### config.mk
export PLATFORM = sky130hd
export DESIGN_NAME = rtcRegFile
export DESIGN_NICKNAME = d
export VERILOG_FILES = /design/src/rtl/rtcRegPkg.sv /design/src/rtl/rtcRegCtrl.sv /design/src/rtl/rtcRegDatapath.sv /design/src/rtl/rtcRegFile.sv
export SDC_FILE = /design/constraint.sdc
export NUM_CORES = 1
export LEC_CHECK = 0
export ABC_AREA = 1
export BUFFER_PORTS_ARGS = -buffer_cell sky130_fd_sc_hd__buf_2
export CORE_ASPECT_RATIO = 0.6
export CORE_MARGIN = 4
export CORE_UTILIZATION = 43
export CTS_CLUSTER_SIZE = 8
export DETAILED_ROUTE_END_ITERATION = 10
export HOLD_SLACK_MARGIN = 0.02
export MAX_ROUTING_LAYER = met4
export PLACE_DENSITY = 0.55
export SLEW_MARGIN = 25
export SYNTH_ARGS = -nofsm -noshare
export SYNTH_HDL_FRONTEND = slang
export SYNTH_HIERARCHICAL = 1
export SYNTH_SLANG_ARGS = --single-unit
export TNS_END_PERCENT = 20
### constraint.sdc
create_clock -name clk -period 11.3 [get_ports clk]
set_input_delay 2.26 -clock clk [delete_from_list [all_inputs] [get_ports clk]]
set_output_delay 2.26 -clock clk [all_outputs]
set_load 0.005 [all_outputs]
### src/rtl/rtcRegPkg.sv
package rtcRegPkg;

  // Width of the index field carried in a command byte (bits 5..1).
  localparam int IDX_W = 5;

  typedef enum logic [1:0] {
    SP_NONE,
    SP_CLK,
    SP_CTL,
    SP_RAM
  } space_e;

  typedef enum logic [2:0] {
    MODE_NONE,
    MODE_CLK_SINGLE,
    MODE_CTL_SINGLE,
    MODE_RAM_SINGLE,
    MODE_CLK_BURST,
    MODE_RAM_BURST
  } mode_e;

  typedef enum logic {
    PH_CMD,
    PH_DATA
  } phase_e;

  // Strobes from control to datapath, all valid for one cycle.
  typedef struct packed {
    logic             wrClk;     // single clock-byte write
    logic             wrCtl;     // control-byte write
    logic             wrRam;     // RAM-byte write (single or burst)
    logic             stageClk;  // clock burst byte into shadow
    logic             commitClk; // eighth burst byte: copy shadow, write control
    logic             loadRd;    // load read register
    space_e           rdSpace;
    logic [IDX_W-1:0] wrIdx;
    logic [IDX_W-1:0] rdIdx;
  } strobe_t;

endpackage

### src/rtl/rtcRegCtrl.sv
module rtcRegCtrl
  import rtcRegPkg::*;
#(
  parameter int CLK_REGS  = 7,
  parameter int RAM_BYTES = 31
) (
  input  logic       clk,
  input  logic       rstN,
  input  logic       txnActive,
  input  logic       byteValid,
  input  logic [7:0] byteIn,
  input  logic       wpBit,
  output strobe_t    str
);

  localparam int PW = IDX_W + 1;
  localparam logic [IDX_W-1:0] BURST_CODE = '1;
  localparam logic [PW-1:0] CTL_POS = PW'(CLK_REGS);
  localparam logic [PW-1:0] CLK_LEN = PW'(CLK_REGS + 1);
  localparam logic [PW-1:0] RAM_LEN = PW'(RAM_BYTES);

  phase_e          phaseQ;
  mode_e           modeQ;
  logic            readQ;
  logic            blockedQ;
  logic [PW-1:0]   ptrQ;
  logic [PW-1:0]   endQ;

  // ---------------- command decode ----------------
  logic [IDX_W-1:0] cmdIdx;
  mode_e            decMode;
  logic [PW-1:0]    decBase;
  logic [PW-1:0]    decEnd;

  always_comb begin
    cmdIdx  = byteIn[5:1];
    decMode = MODE_NONE;
    decBase = '0;
    decEnd  = '0;
    if (byteIn[7]) begin
      if (byteIn[6]) begin
        if (cmdIdx == BURST_CODE) begin
          decMode = MODE_RAM_BURST;
          decEnd  = RAM_LEN;
        end else if (PW'(cmdIdx) < RAM_LEN) begin
          decMode = MODE_RAM_SINGLE;
          decBase = PW'(cmdIdx);
          decEnd  = PW'(cmdIdx) + PW'(1);
        end
      end else begin
        if (cmdIdx == BURST_CODE) begin
          decMode = MODE_CLK_BURST;
          decEnd  = CLK_LEN;
        end else if (PW'(cmdIdx) < CTL_POS) begin
          decMode = MODE_CLK_SINGLE;
          decBase = PW'(cmdIdx);
          decEnd  = PW'(cmdIdx) + PW'(1);
        end else if (PW'(cmdIdx) == CTL_POS) begin
          decMode = MODE_CTL_SINGLE;
          decBase = CTL_POS;
          decEnd  = CLK_LEN;
        end
      end
    end
  end

  function automatic space_e spaceAt(mode_e m, logic [PW-1:0] p, logic [PW-1:0] e);
    if (p >= e) return SP_NONE;
    case (m)
      MODE_CLK_SINGLE: return SP_CLK;
      MODE_CTL_SINGLE: return SP_CTL;
      MODE_RAM_SINGLE,
      MODE_RAM_BURST:  return SP_RAM;
      MODE_CLK_BURST:  return (p == CTL_POS) ? SP_CTL : SP_CLK;
      default:         return SP_NONE;
    endcase
  endfunction

  // ---------------- strobe generation ----------------
  logic [PW-1:0] nextPos;
  logic          stepOk;

  assign nextPos = ptrQ + PW'(1);
  assign stepOk  = ptrQ < endQ;

  always_comb begin
    str = '0;
    if (txnActive && byteValid) begin
      if (phaseQ == PH_CMD) begin
        if (byteIn[0]) begin
          str.loadRd  = 1'b1;
          str.rdSpace = spaceAt(decMode, decBase, decEnd);
          str.rdIdx   = decBase[IDX_W-1:0];
        end
      end else if (readQ) begin
        str.loadRd  = 1'b1;
        str.rdSpace = spaceAt(modeQ, nextPos, endQ);
        str.rdIdx   = nextPos[IDX_W-1:0];
      end else if (stepOk) begin
        str.wrIdx = ptrQ[IDX_W-1:0];
        case (modeQ)
          MODE_CLK_SINGLE: str.wrClk = !wpBit;
          MODE_CTL_SINGLE: str.wrCtl = 1'b1;
          MODE_RAM_SINGLE,
          MODE_RAM_BURST:  str.wrRam = !wpBit;
          MODE_CLK_BURST: begin
            if (!blockedQ) begin
              if (ptrQ == CTL_POS) str.commitClk = 1'b1;
              else                 str.stageClk  = 1'b1;
            end
          end
          default: ;
        endcase
      end
    end
  end

  // ---------------- transaction state ----------------
  always_ff @(posedge clk) begin
    if (!rstN) begin
      phaseQ   <= PH_CMD;
      modeQ    <= MODE_NONE;
      readQ    <= 1'b0;
      blockedQ <= 1'b0;
      ptrQ     <= '0;
      endQ     <= '0;
    end else if (!txnActive) begin
      phaseQ <= PH_CMD;
    end else if (byteValid) begin
      if (phaseQ == PH_CMD) begin
        phaseQ   <= PH_DATA;
        modeQ    <= decMode;
        readQ    <= byteIn[0];
        ptrQ     <= decBase;
        endQ     <= decEnd;
        blockedQ <= wpBit;
      end else if (stepOk) begin
        ptrQ <= nextPos;
      end
    end
  end

  // ---------------- checks ----------------
  logic [PW-1:0] stageCnt;

  always_ff @(posedge clk) begin
    if (!rstN)                                             stageCnt <= '0;
    else if (txnActive && byteValid && phaseQ == PH_CMD)   stageCnt <= '0;
    else if (str.stageClk)                                 stageCnt <= stageCnt + PW'(1);
  end

  // commit only after the seven clock bytes were staged in this burst
  p_commit_full_burst_r5: assert property (@(posedge clk) disable iff (!rstN)
    str.commitClk |-> (stageCnt == CTL_POS));

  // a commit never happens while write-protect is set
  p_commit_unprotected_r6: assert property (@(posedge clk) disable iff (!rstN)
    str.commitClk |-> !wpBit);

  // the position pointer never runs past the end of its command
  p_ptr_within_end_r8: assert property (@(posedge clk) disable iff (!rstN)
    (phaseQ == PH_DATA) |-> (ptrQ <= endQ));

  // at most one kind of write per strobe
  p_write_onehot_r3: assert property (@(posedge clk) disable iff (!rstN)
    $onehot0({str.wrClk, str.wrCtl, str.wrRam, str.stageClk, str.commitClk}));

endmodule

### src/rtl/rtcRegDatapath.sv
module rtcRegDatapath
  import rtcRegPkg::*;
#(
  parameter int CLK_REGS  = 7,
  parameter int RAM_BYTES = 31,
  parameter int HOUR_IDX  = 2
) (
  input  logic       clk,
  input  logic       rstN,
  input  strobe_t    str,
  input  logic [7:0] byteIn,
  output logic       wpBit,
  output logic [7:0] rdData,
  output logic       hour12Mode,
  output logic       hourPm
);

  localparam int CLK_AW = $clog2(CLK_REGS);
  localparam int RAM_AW = $clog2(RAM_BYTES);

  logic [CLK_REGS-1:0][7:0]  clkRegs;
  logic [CLK_REGS-1:0][7:0]  shadow;
  logic [RAM_BYTES-1:0][7:0] ramMem;
  logic                      wpQ;
  logic [7:0]                rdQ;
  logic [7:0]                rdNext;

  // Clock bytes, shadow and control flag.
  always_ff @(posedge clk) begin
    if (!rstN) begin
      clkRegs <= '0;
      shadow  <= '0;
      wpQ     <= 1'b1;
    end else begin
      if (str.wrClk)    clkRegs[str.wrIdx[CLK_AW-1:0]] <= byteIn;
      if (str.stageClk) shadow[str.wrIdx[CLK_AW-1:0]]  <= byteIn;
      if (str.wrCtl)    wpQ <= byteIn[7];
      if (str.commitClk) begin
        clkRegs <= shadow;
        wpQ     <= byteIn[7];
      end
    end
  end

  // Scratch RAM.
  always_ff @(posedge clk) begin
    if (!rstN)          ramMem <= '0;
    else if (str.wrRam) ramMem[str.wrIdx[RAM_AW-1:0]] <= byteIn;
  end

  // Read selection, registered toward the shift front end.
  always_comb begin
    case (str.rdSpace)
      SP_CLK:  rdNext = clkRegs[str.rdIdx[CLK_AW-1:0]];
      SP_CTL:  rdNext = {wpQ, 7'b0};
      SP_RAM:  rdNext = ramMem[str.rdIdx[RAM_AW-1:0]];
      default: rdNext = 8'h00;
    endcase
  end

  always_ff @(posedge clk) begin
    if (!rstN)           rdQ <= 8'h00;
    else if (str.loadRd) rdQ <= rdNext;
  end

  assign wpBit      = wpQ;
  assign rdData     = rdQ;
  assign hour12Mode = clkRegs[HOUR_IDX][7];
  assign hourPm     = clkRegs[HOUR_IDX][7] & clkRegs[HOUR_IDX][5];

  // protected clock bytes hold unless only the control byte is written
  p_wp_freezes_clock_r2: assert property (@(posedge clk) disable iff (!rstN)
    (wpQ && !str.wrCtl) |=> $stable(clkRegs));

  // protected RAM holds
  p_wp_freezes_ram_r2: assert property (@(posedge clk) disable iff (!rstN)
    wpQ |=> $stable(ramMem));

  // a read of the control byte never shows its low bits
  p_ctl_low_zero_r1: assert property (@(posedge clk) disable iff (!rstN)
    (str.loadRd && str.rdSpace == SP_CTL) |=> (rdData[6:0] == 7'd0));

  // a commit lands the staged bytes in the live registers
  p_commit_copies_r5: assert property (@(posedge clk) disable iff (!rstN)
    str.commitClk |=> (clkRegs == $past(shadow)));

endmodule

### src/rtl/rtcRegFile.sv
module rtcRegFile
  import rtcRegPkg::*;
#(
  parameter int CLK_REGS  = 7,
  parameter int RAM_BYTES = 31,
  parameter int HOUR_IDX  = 2
) (
  input  logic       clk,
  input  logic       rstN,
  input  logic       txnActive,
  input  logic       byteValid,
  input  logic [7:0] byteIn,
  output logic [7:0] rdData,
  output logic       hour12Mode,
  output logic       hourPm
);

  strobe_t str;
  logic    wpBit;

  rtcRegCtrl #(
    .CLK_REGS (CLK_REGS),
    .RAM_BYTES(RAM_BYTES)
  ) u_ctrl (
    .clk      (clk),
    .rstN     (rstN),
    .txnActive(txnActive),
    .byteValid(byteValid),
    .byteIn   (byteIn),
    .wpBit    (wpBit),
    .str      (str)
  );

  rtcRegDatapath #(
    .CLK_REGS (CLK_REGS),
    .RAM_BYTES(RAM_BYTES),
    .HOUR_IDX (HOUR_IDX)
  ) u_data (
    .clk       (clk),
    .rstN      (rstN),
    .str       (str),
    .byteIn    (byteIn),
    .wpBit     (wpBit),
    .rdData    (rdData),
    .hour12Mode(hour12Mode),
    .hourPm    (hourPm)
  );

endmodule

==> flow_summary.yaml, run 1 <==
power_and_ir_drop:
  power_leakage_nw: 7.14
  peakVddDrop_mv: 0.0976
  p_total_mw: 3.00
  p_per_area_nw_per_um2: 154
global_route:
  grt_use_total_pct: 27.4
  grt_first_pass_wirelength_um: 95100
  grt_pass1_vias: 15600
  grt_max_degree: 115
  antenna_found_initial: 1
  grt_overflow: 0
route:
  route.detailed.drc: 0
  wirelength_um: 62300
  vias_per_cell: 5.81
  dr.pass1.iters: 5
  antenna_left: 0
  wire_per_inst_um: 21.2
  vias: 17100
  drtIter0Drc: 1843
synth:
  netlist.area_leader.share_pct: 43.0
  synth_cells: 2453
  syn_nets: 2486
  synth_common_cells: "o21ai_0 (397), dfxtp_1 (387), nand2_1 (361), a21oi_1 (349), nor2_1 (208)"
  ys_ff_latch: 387
  yosys.area.top_type: "dfxtp_1"
  async_reset_ff_share_pct: 0
  post-synth-top-count-cell: "o21ai_0"
  synthTopCellsByArea: "dfxtp_1 (43%), o21ai_0 (11%), a21oi_1 (9.7%), nand2_1 (7.5%), nor2_1 (4.3%)"
  synth_edf_count: 0
  synth_cell_types: 42
  syn-cell-area_sq_um: 18000
  synth.yosys.seq_area_share_pct: 43.0
  synthFlopType: "dfxtp_1"
  syn_avg_cell_area_sq_um: 7.35
  yosys_warnings: 6
sta:
  setup_viol: 0
  fmax_ghz: 0.154
  skew_ns: 0.0159
  fin_crit_ns: 6.47
  worst_slew_pin_slew_ns: 1.02
  hold_violations: 0
  whs_ns: 0.444
  period_share_pct: 57.3
  slew_violations: 0
  max-slew-margin-rel_pct: 31.9
  rsz0062_at_grt: "no"
  setup-tns-final_ns: 0
placed_design:
  dp_hpwl_um: 39500
  portBuffers: 21
  place_congestion: 0.919
  dpl-instance-area_sq_um: 18100
floorplan:
  core_sq_um: 40900
  initial_utilization_pct: 44.1
  die_x_um: 272
  rows: 57
  die_height_um: 167
  ios: 22
  dieArea_sq_um: 45400
cts:
  post_cts_buffers: 0
  root_buffer: "clkbuf_16"
  cts.sinks: 387
  path_clk_slew_ns: 0.05
  cts_tree: "yes"
  cts_resized: 0
  ctsHoldBuffers: 0
  cts.htree.levels: 2
  clock_path_buffers: 3
  numCtsBuffers: 54
  clk_latency_ns: 0.58
flow_run:
  max_cap_viol_count: 0
setup_path:
  reg2reg_slack_ns: 6.68
  crit_type: "input pin to flop"
  end_kind: "flop"
  worstPathArrival_ns: 6.95
  critical_path_required_ns: 11.78
  start_kind: "input pin"
  path_max_fanout: 76
layout:
  fin_area_sq_um: 19500
  syn2layout_area_growth_pct: 8.35
  antenna_cells: 0
  drive_above_1_share_pct: 9.04
  ff_latch_area_sq_um: 7750
  fin_nets: 2409
  multi_input_area_sq_um: 8760
  n_fill_cell: 4155
worst_hold_path:
  min_path_type: "flop to flop"
status:
  status: "completed"
-- final timing paths --
kind,startpoint,end,depth (start not counted)
setup / recovery,byteIn[1],u_data/rdData[6],23
hold / removal,u_data/shadow[36],u_data/shadow[36],2
setup reg to reg,u_ctrl/phaseQ,u_data/rdData[6],13
hold reg to reg,u_data/shadow[36],u_data/shadow[36],2
-- per-layer routing --
layer  wire length [um]  up-vias  global-route usage [%]
li1                   -     8177                       -
met1              31400     8035                    42.6
met2              23300      760                    34.1
met3               6500       90                    7.82
met4               1110        0                    5.93
met5                  0        -                       -
-- critical path: stages --
cell and delay (ns):
buf_2 0.20, ha_1 0.29, nand2_1 0.08, nor2_1 0.05
ha_1 0.24, inv_2 0.15, nand3_1 0.10, nand2_2 0.10
nand2_2 0.07, nand2_2 0.11, nand2_2 0.11, o22ai_4 0.65
buf_4 0.62, buf_4 0.73, or2_2 0.23, nand3_1 0.06
nand3_1 0.12, nand3_1 0.14, nand3_1 0.13, nand3_1 0.08
nand2_1 0.07, nand2_1 0.05, a21oi_1 0.16
-- report_power, final --
group	switching, mW	internal [mW]	total, mW
Clock	0.591	0.869	1.46
Combinational	0.121	0.0379	0.159
Sequential	0.00877	1.37	1.38
Total	0.721	2.28	3.00
-- metrics by stage --
stage	setup slack, ns	std cells	utilization [%]
after CTS	4.95	2938	47.7
after floorplan	6.10	2453	-
after global placement	4.47	2880	44.3
after detailed placement	4.35	2880	44.3
final	4.83	2938	47.7
after global routing	4.49	2938	47.7
-- kinds of logic after synthesis --
kind of cell,after synthesis,share of synthesized area [%]
compound gates,918,26.7
simple gates,786,19.9
flops,387,43.0
buf+inv,339,8.82
fa+ha+maj,21,1.46
xor+xnor,2,0.139
-- area by class of cell --
class                   count  area share (%)
multi-input cells        1727            44.8
flip-flops and latches    387            39.6
clock buffers              56            7.06
well taps                 560            3.59
inverters                 158            3.09
repair buffers             48            1.61
clock inverters             2           0.199
-- placed cells by master, fill, tap and decap left out, drive strengths merged --
master	instances
nand3b	2
buf	48
nor3	20
o22ai	27
o21bai	2
a22oi	15
o211ai	28
dfxtp	387
nand2	374
ha	21
nor4	3
o21ai	452
inv	156
clkinv	3
xor2	2
o32ai	1
nand3	124
or2	6
nand4	7
nor2	249
o221ai	1
a31oi	41
clkbuf	56
nor3b	1
o21a	2
bufinv	1
a21oi	349
-- sequential cells by signal, summed over array words and instances, names as in the netlist --
| name | flops |
|---|---|
| u_data/ramMem | 248 |
| u_data/clkRegs | 55 |
| u_data/rdData | 8 |
| u_data/hour12Mode | 1 |
| u_ctrl/ptrQ | 6 |
| u_ctrl/endQ | 6 |
| u_data/wpBit | 1 |
| u_ctrl/modeQ | 3 |
| u_ctrl/readQ | 1 |
| u_ctrl/phaseQ | 1 |
| u_ctrl/blockedQ | 1 |
| u_data/shadow | 56 |
Note: power is estimated with default switching activity, not from simulation.
==> run 2: changes to the inputs <==
--- a/config.mk
+++ b/config.mk
@@ -14,7 +14,7 @@
 export DETAILED_ROUTE_END_ITERATION = 10
 export HOLD_SLACK_MARGIN = 0.02
 export MAX_ROUTING_LAYER = met4
-export PLACE_DENSITY = 0.55
+export PLACE_DENSITY = 0.57
 export SLEW_MARGIN = 25
 export SYNTH_ARGS = -nofsm -noshare
 export SYNTH_HDL_FRONTEND = slang
==> constraint.sdc (replaced) <==
create_clock -name clk -period 5.2 [get_ports clk]
set_input_delay 1.04 -clock clk [delete_from_list [all_inputs] [get_ports clk]]
set_output_delay 1.04 -clock clk [all_outputs]
set_load 0.005 [all_outputs]
==> flow_summary.yaml, run 2 (synthesis gave the netlist of run 1 again) <==
power_and_ir_drop:
  swShare_pct: 23.8
  peakVddDrop_mv: 0.230
  internal_power_mw: 4.88
  p_per_area_nw_per_um2: 325
  clockPowerShare_pct: 47.5
  switchingPower_mw: 1.52
  pwr-share-comb_pct: 5.6
  power_leakage_nw: 7.22
  p_total_mw: 6.40
  seq_power_share_pct: 46.9
cts:
  cts.sinks: 387
  root_buffer: "clkbuf_16"
  numCtsBuffers: 54
  post_cts_buffers: 0
  cts_tree: "yes"
  path_clk_slew_ns: 0.05
  cts_resized: 0
  cts.htree.levels: 2
  clock_path_buffers: 3
  clk_latency_ns: 0.57
  ctsHoldBuffers: 0
layout:
  drive_above_1_share_pct: 9.46
  fin_area_sq_um: 19700
  largest_registers: "u_data/ramMem: 248 flops, u_data/shadow: 56 flops, u_data/clkRegs: 55 flops"
  top_register: "u_data/ramMem"
  final_common_cell: "o21ai_0"
  largest_reg_flops: 248
  fin_nets: 2423
  mostFrequentLayoutCells: "o21ai_0 (397), dfxtp_1 (387), nand2_1 (361)"
  n_fill_cell: 4111
  finalNonFillerCells: 2951
  syn2layout_area_growth_pct: 9.15
worst_hold_path:
  min_path_type: "flop to flop"
global_route:
  grt_overflow: 0
  grt_max_degree: 189
  grt_use_total_pct: 26.0
  grt_pass1_vias: 15500
  grt_first_pass_wirelength_um: 91700
  antenna_found_initial: 1
flow_run:
  max_cap_viol_count: 0
route:
  route.detailed.drc: 0
  drtIter0Drc: 1917
  dr.pass1.iters: 5
  vias: 16900
  vias_per_cell: 5.72
  antenna_left: 0
  wire_per_inst_um: 20.1
  wirelength_um: 59200
setup_path:
  slowest_stage: "ha_1"
  slowest_delay_ns: 0.30
  start_kind: "input pin"
  critical_path_required_ns: 5.68
  end_kind: "flop"
  path_max_fanout: 8
  crit_type: "input pin to flop"
  critPathMostFrequentCell: "nand2_1"
  worstPathArrival_ns: 4.52
sta:
  worst_slew_pin_slew_ns: 0.994
  slew_violations: 0
  whs_ns: 0.447
  skew_ns: 0.0238
  max-slew-margin-rel_pct: 33.5
  fin_crit_ns: 4.04
  period_share_pct: 77.6
  rsz0062_at_grt: "no"
  hold_violations: 0
  setup-tns-final_ns: 0
  setup_viol: 0
  fmax_ghz: 0.248
floorplan:
  rows: 57
  die_height_um: 167
  die_x_um: 272
  core_sq_um: 40900
  ios: 22
  initial_utilization_pct: 44.1
  dieArea_sq_um: 45400
placed_design:
  dp_hpwl_um: 38100
  portBuffers: 21
  place_congestion: 0.901
  dpl-instance-area_sq_um: 18300
  place_inst: 2894
status:
  status: "completed"
[run 2: metal layers]
layer	wire (um)	up-vias	GRT usage, %
met1	29400	7987	39.5
met2	23000	641	33.8
met3	5810	82	7.65
li1	-	8173	-
met4	1000	0	4.92
met5	0	-	-
[run 2: worst max-delay path: cells and delay by family]
kind | cells | cell delay [ns]
AOI/OAI and AO/OA | 5 | 0.63
adders and majority gates | 3 | 0.77
buffers and inverters | 6 | 0.67
and+or+nand+nor | 15 | 1.41
[run 2: final timing paths]
path | to | slack (ns) | cells after the start | from
max | u_data/rdData[7] | 1.16 | 29 | byteIn[1]
min reg2reg | u_data/shadow[30] | 0.45 | 2 | u_data/shadow[30]
max reg2reg | u_data/ramMem[132] | 1.58 | 14 | u_ctrl/ptrQ[1]
min | u_data/shadow[30] | 0.45 | 2 | u_data/shadow[30]
[run 2: stage by stage]
| step | setup WS [ns] | utilization, % |
|---|---|---|
| finish | 1.16 | 48.1 |
| global route | 0.836 | 48.1 |
| CTS | 1.26 | 48.1 |
| detailed placement | 0.662 | 44.7 |
| global placement | 0.663 | 44.7 |
| floorplan | 1.22 | - |
[run 2: power groups by stage]
| stage | combinational (mW) | clock (mW) | sequential [mW] |
|---|---|---|---|
| after detailed placement | 0.347 | 0 | 3.06 |
| after floorplan | 0.223 | 0 | 3.05 |
| final | 0.356 | 3.04 | 3.00 |
| after CTS | 0.348 | 3.12 | 3.00 |
| after global placement | 0.348 | 0 | 3.06 |
| after global routing | 0.388 | 3.24 | 3.00 |
[run 2: cell type report]
type | count | area, sq um | area share, %
inverter | 158 | 603 | 3.06
clock buffer | 54 | 1350 | 6.86
timing repair buffer | 62 | 507 | 2.57
clock inverter | 2 | 23.8 | 0.121
sequential | 387 | 7750 | 39.4
multi-input combinational | 1727 | 8750 | 44.4
antenna | 1 | 2.50 | 0.0127
tap | 560 | 701 | 3.56
==> run 3: changes to the inputs <==
==> constraint.sdc (replaced) <==
create_clock -name clk -period 3.3 [get_ports clk]
set_input_delay 0.66 -clock clk [delete_from_list [all_inputs] [get_ports clk]]
set_output_delay 0.66 -clock clk [all_outputs]
set_load 0.005 [all_outputs]
==> flow_summary.yaml, run 3 (synthesis gave the netlist of run 1 again) <==
status:
  status: "completed"
layout:
  mostFrequentLayoutCells: "o21ai_0 (393), dfxtp_1 (385), nand2_1 (360)"
  fin_nets: 2571
  n_fill_cell: 4018
  drive_above_1_share_pct: 15.6
  top_register: "u_data/ramMem"
  antenna_cells: 0
  syn2layout_area_growth_pct: 17.6
  final_util_pct: 51.8
  largest_registers: "u_data/ramMem: 248 flops, u_data/shadow: 56 flops, u_data/clkRegs: 55 flops"
  final_common_cell: "o21ai_0"
  largest_reg_flops: 248
sta:
  skew_ns: 0.0179
  worst_slew_pin_slew_ns: 1.07
  fmax_ghz: 0.321
  max-slew-margin-rel_pct: 28.4
  fin_crit_ns: 3.11
  setup_viol: 0
  layout_setup_ws_ns: 0.188
  rsz0062_at_grt: "yes"
  hold_violations: 0
  slew_violations: 0
  whs_ns: 0.368
  period_share_pct: 94.3
  setup-tns-final_ns: 0
floorplan:
  die_x_um: 272
  rows: 57
  initial_utilization_pct: 44.1
  ios: 22
  dieArea_sq_um: 45400
  die_height_um: 167
  core_sq_um: 40900
global_route:
  grt_use_total_pct: 27.3
  grt_pass1_vias: 16600
  grt_overflow: 0
  antenna_found_initial: 0
  grt_first_pass_wirelength_um: 96300
  grt_max_degree: 161
setup_path:
  reg2reg_slack_ns: 0.19
  rr_worst_depth: 20
  path_max_fanout: 6
  critical_path_required_ns: 3.81
  end_kind: "flop"
  start_kind: "flop"
  crit_type: "flop to flop"
  worstPathArrival_ns: 3.63
cts:
  cts.sinks: 387
  numCtsBuffers: 54
  cts.htree.levels: 2
  ctsHoldBuffers: 0
  root_buffer: "clkbuf_16"
  path_clk_slew_ns: 0.06
  clk_latency_ns: 0.58
  cts_tree: "yes"
  clock_path_buffers: 3
route:
  antenna_left: 0
  route.detailed.drc: 0
  wire_per_inst_um: 19.9
  drtIter0Drc: 2057
  vias_per_cell: 5.68
  dr.pass1.iters: 6
  wirelength_um: 61700
  vias: 17600
placed_design:
  portBuffers: 21
  place_congestion: 0.975
  pre_cts_slack_ns: -0.448
  dp_hpwl_um: 41900
power_and_ir_drop:
  internal_power_mw: 7.85
  swShare_pct: 24.1
  clockPowerShare_pct: 48.1
  power_leakage_nw: 8.05
  peakVddDrop_mv: 0.358
  seq_power_share_pct: 45.6
  p_per_area_nw_per_um2: 488
  pwr-share-comb_pct: 6.3
  switchingPower_mw: 2.50
worst_hold_path:
  min_path_type: "input pin to flop"
  whs_path_depth: 3
flow_run:
  max_cap_viol_count: 0
run 3: power groups by stage:
stage	Combinational, mW	Clock (mW)	Sequential [mW]
2_1_floorplan	0.354	0	4.81
4_1_cts	0.632	5.06	4.72
3_5_place_dp	0.630	0	4.81
5_1_grt	0.712	5.26	4.71
6_report	0.656	4.97	4.72
3_3_place_gp	0.627	0	4.81
run 3: per-stage QoR:
step / power, mW / instances / area [sq um]
after floorplan: 5.16 / 2453 / 18100
after global placement: 5.44 / 3036 / 19600
after detailed placement: 5.44 / 3036 / 19600
after CTS: 10.4 / 3094 / 21100
after global routing: 10.7 / 3100 / 21200
final: 10.4 / 3100 / 21200
run 3: timing repair:
| action | CTS | global route |
|---|---|---|
| resized for setup | 0 | 21 |
| setup endpoints to repair | 0 | 265 |
| hold endpoints to repair | 0 | 0 |
| buffers inserted | 0 | 6 |
run 3: layout make-up:
class | count | area, sq um | share of cell area (%)
Clock buffer | 56 | 1400 | 6.61
Clock inverter | 2 | 37.5 | 0.177
Inverter | 158 | 606 | 2.86
Multi-Input combinational cell | 1727 | 8830 | 41.6
Sequential cell | 387 | 7750 | 36.5
Tap cell | 560 | 701 | 3.30
Timing Repair Buffer | 210 | 1880 | 8.88
run 3: worst paths after layout:
check                                    endpoint               from
worst min register to register  u_data/shadow[26]  u_data/shadow[26]
worst min-delay path                u_ctrl/phaseQ          txnActive
worst max-delay path             u_data/rdData[4]     u_ctrl/ptrQ[0]
worst max register to register   u_data/rdData[4]     u_ctrl/ptrQ[0]
run 3: worst max-delay path, cell delays in order (launching register included):
cell,delay (ns)
dfxtp_2,0.39
ha_1,0.21
nand2_2,0.10
nor2_4,0.11
xor2_2,0.27
ha_1,0.29
nand2_1,0.11
nor2_1,0.06
o21ai_0,0.07
nand3_1,0.11
nor2_2,0.20
nand4_1,0.11
nand2_1,0.07
nand2_1,0.06
nor2_2,0.14
buf_4,0.16
nand2_1,0.07
inv_1,0.11
buf_4,0.15
nand3_1,0.11
a21oi_1,0.14
run 3: routing by layer:
metal	wire, um	share of wire [%]	vias to the layer above	global-route usage, %
li1	-	-	8482	-
met1	30900	50	8340	41.8
met2	23600	38	686	34.9
met3	6250	10	94	7.89
met4	1010	1.6	0	5.42
met5	0	0	-	-
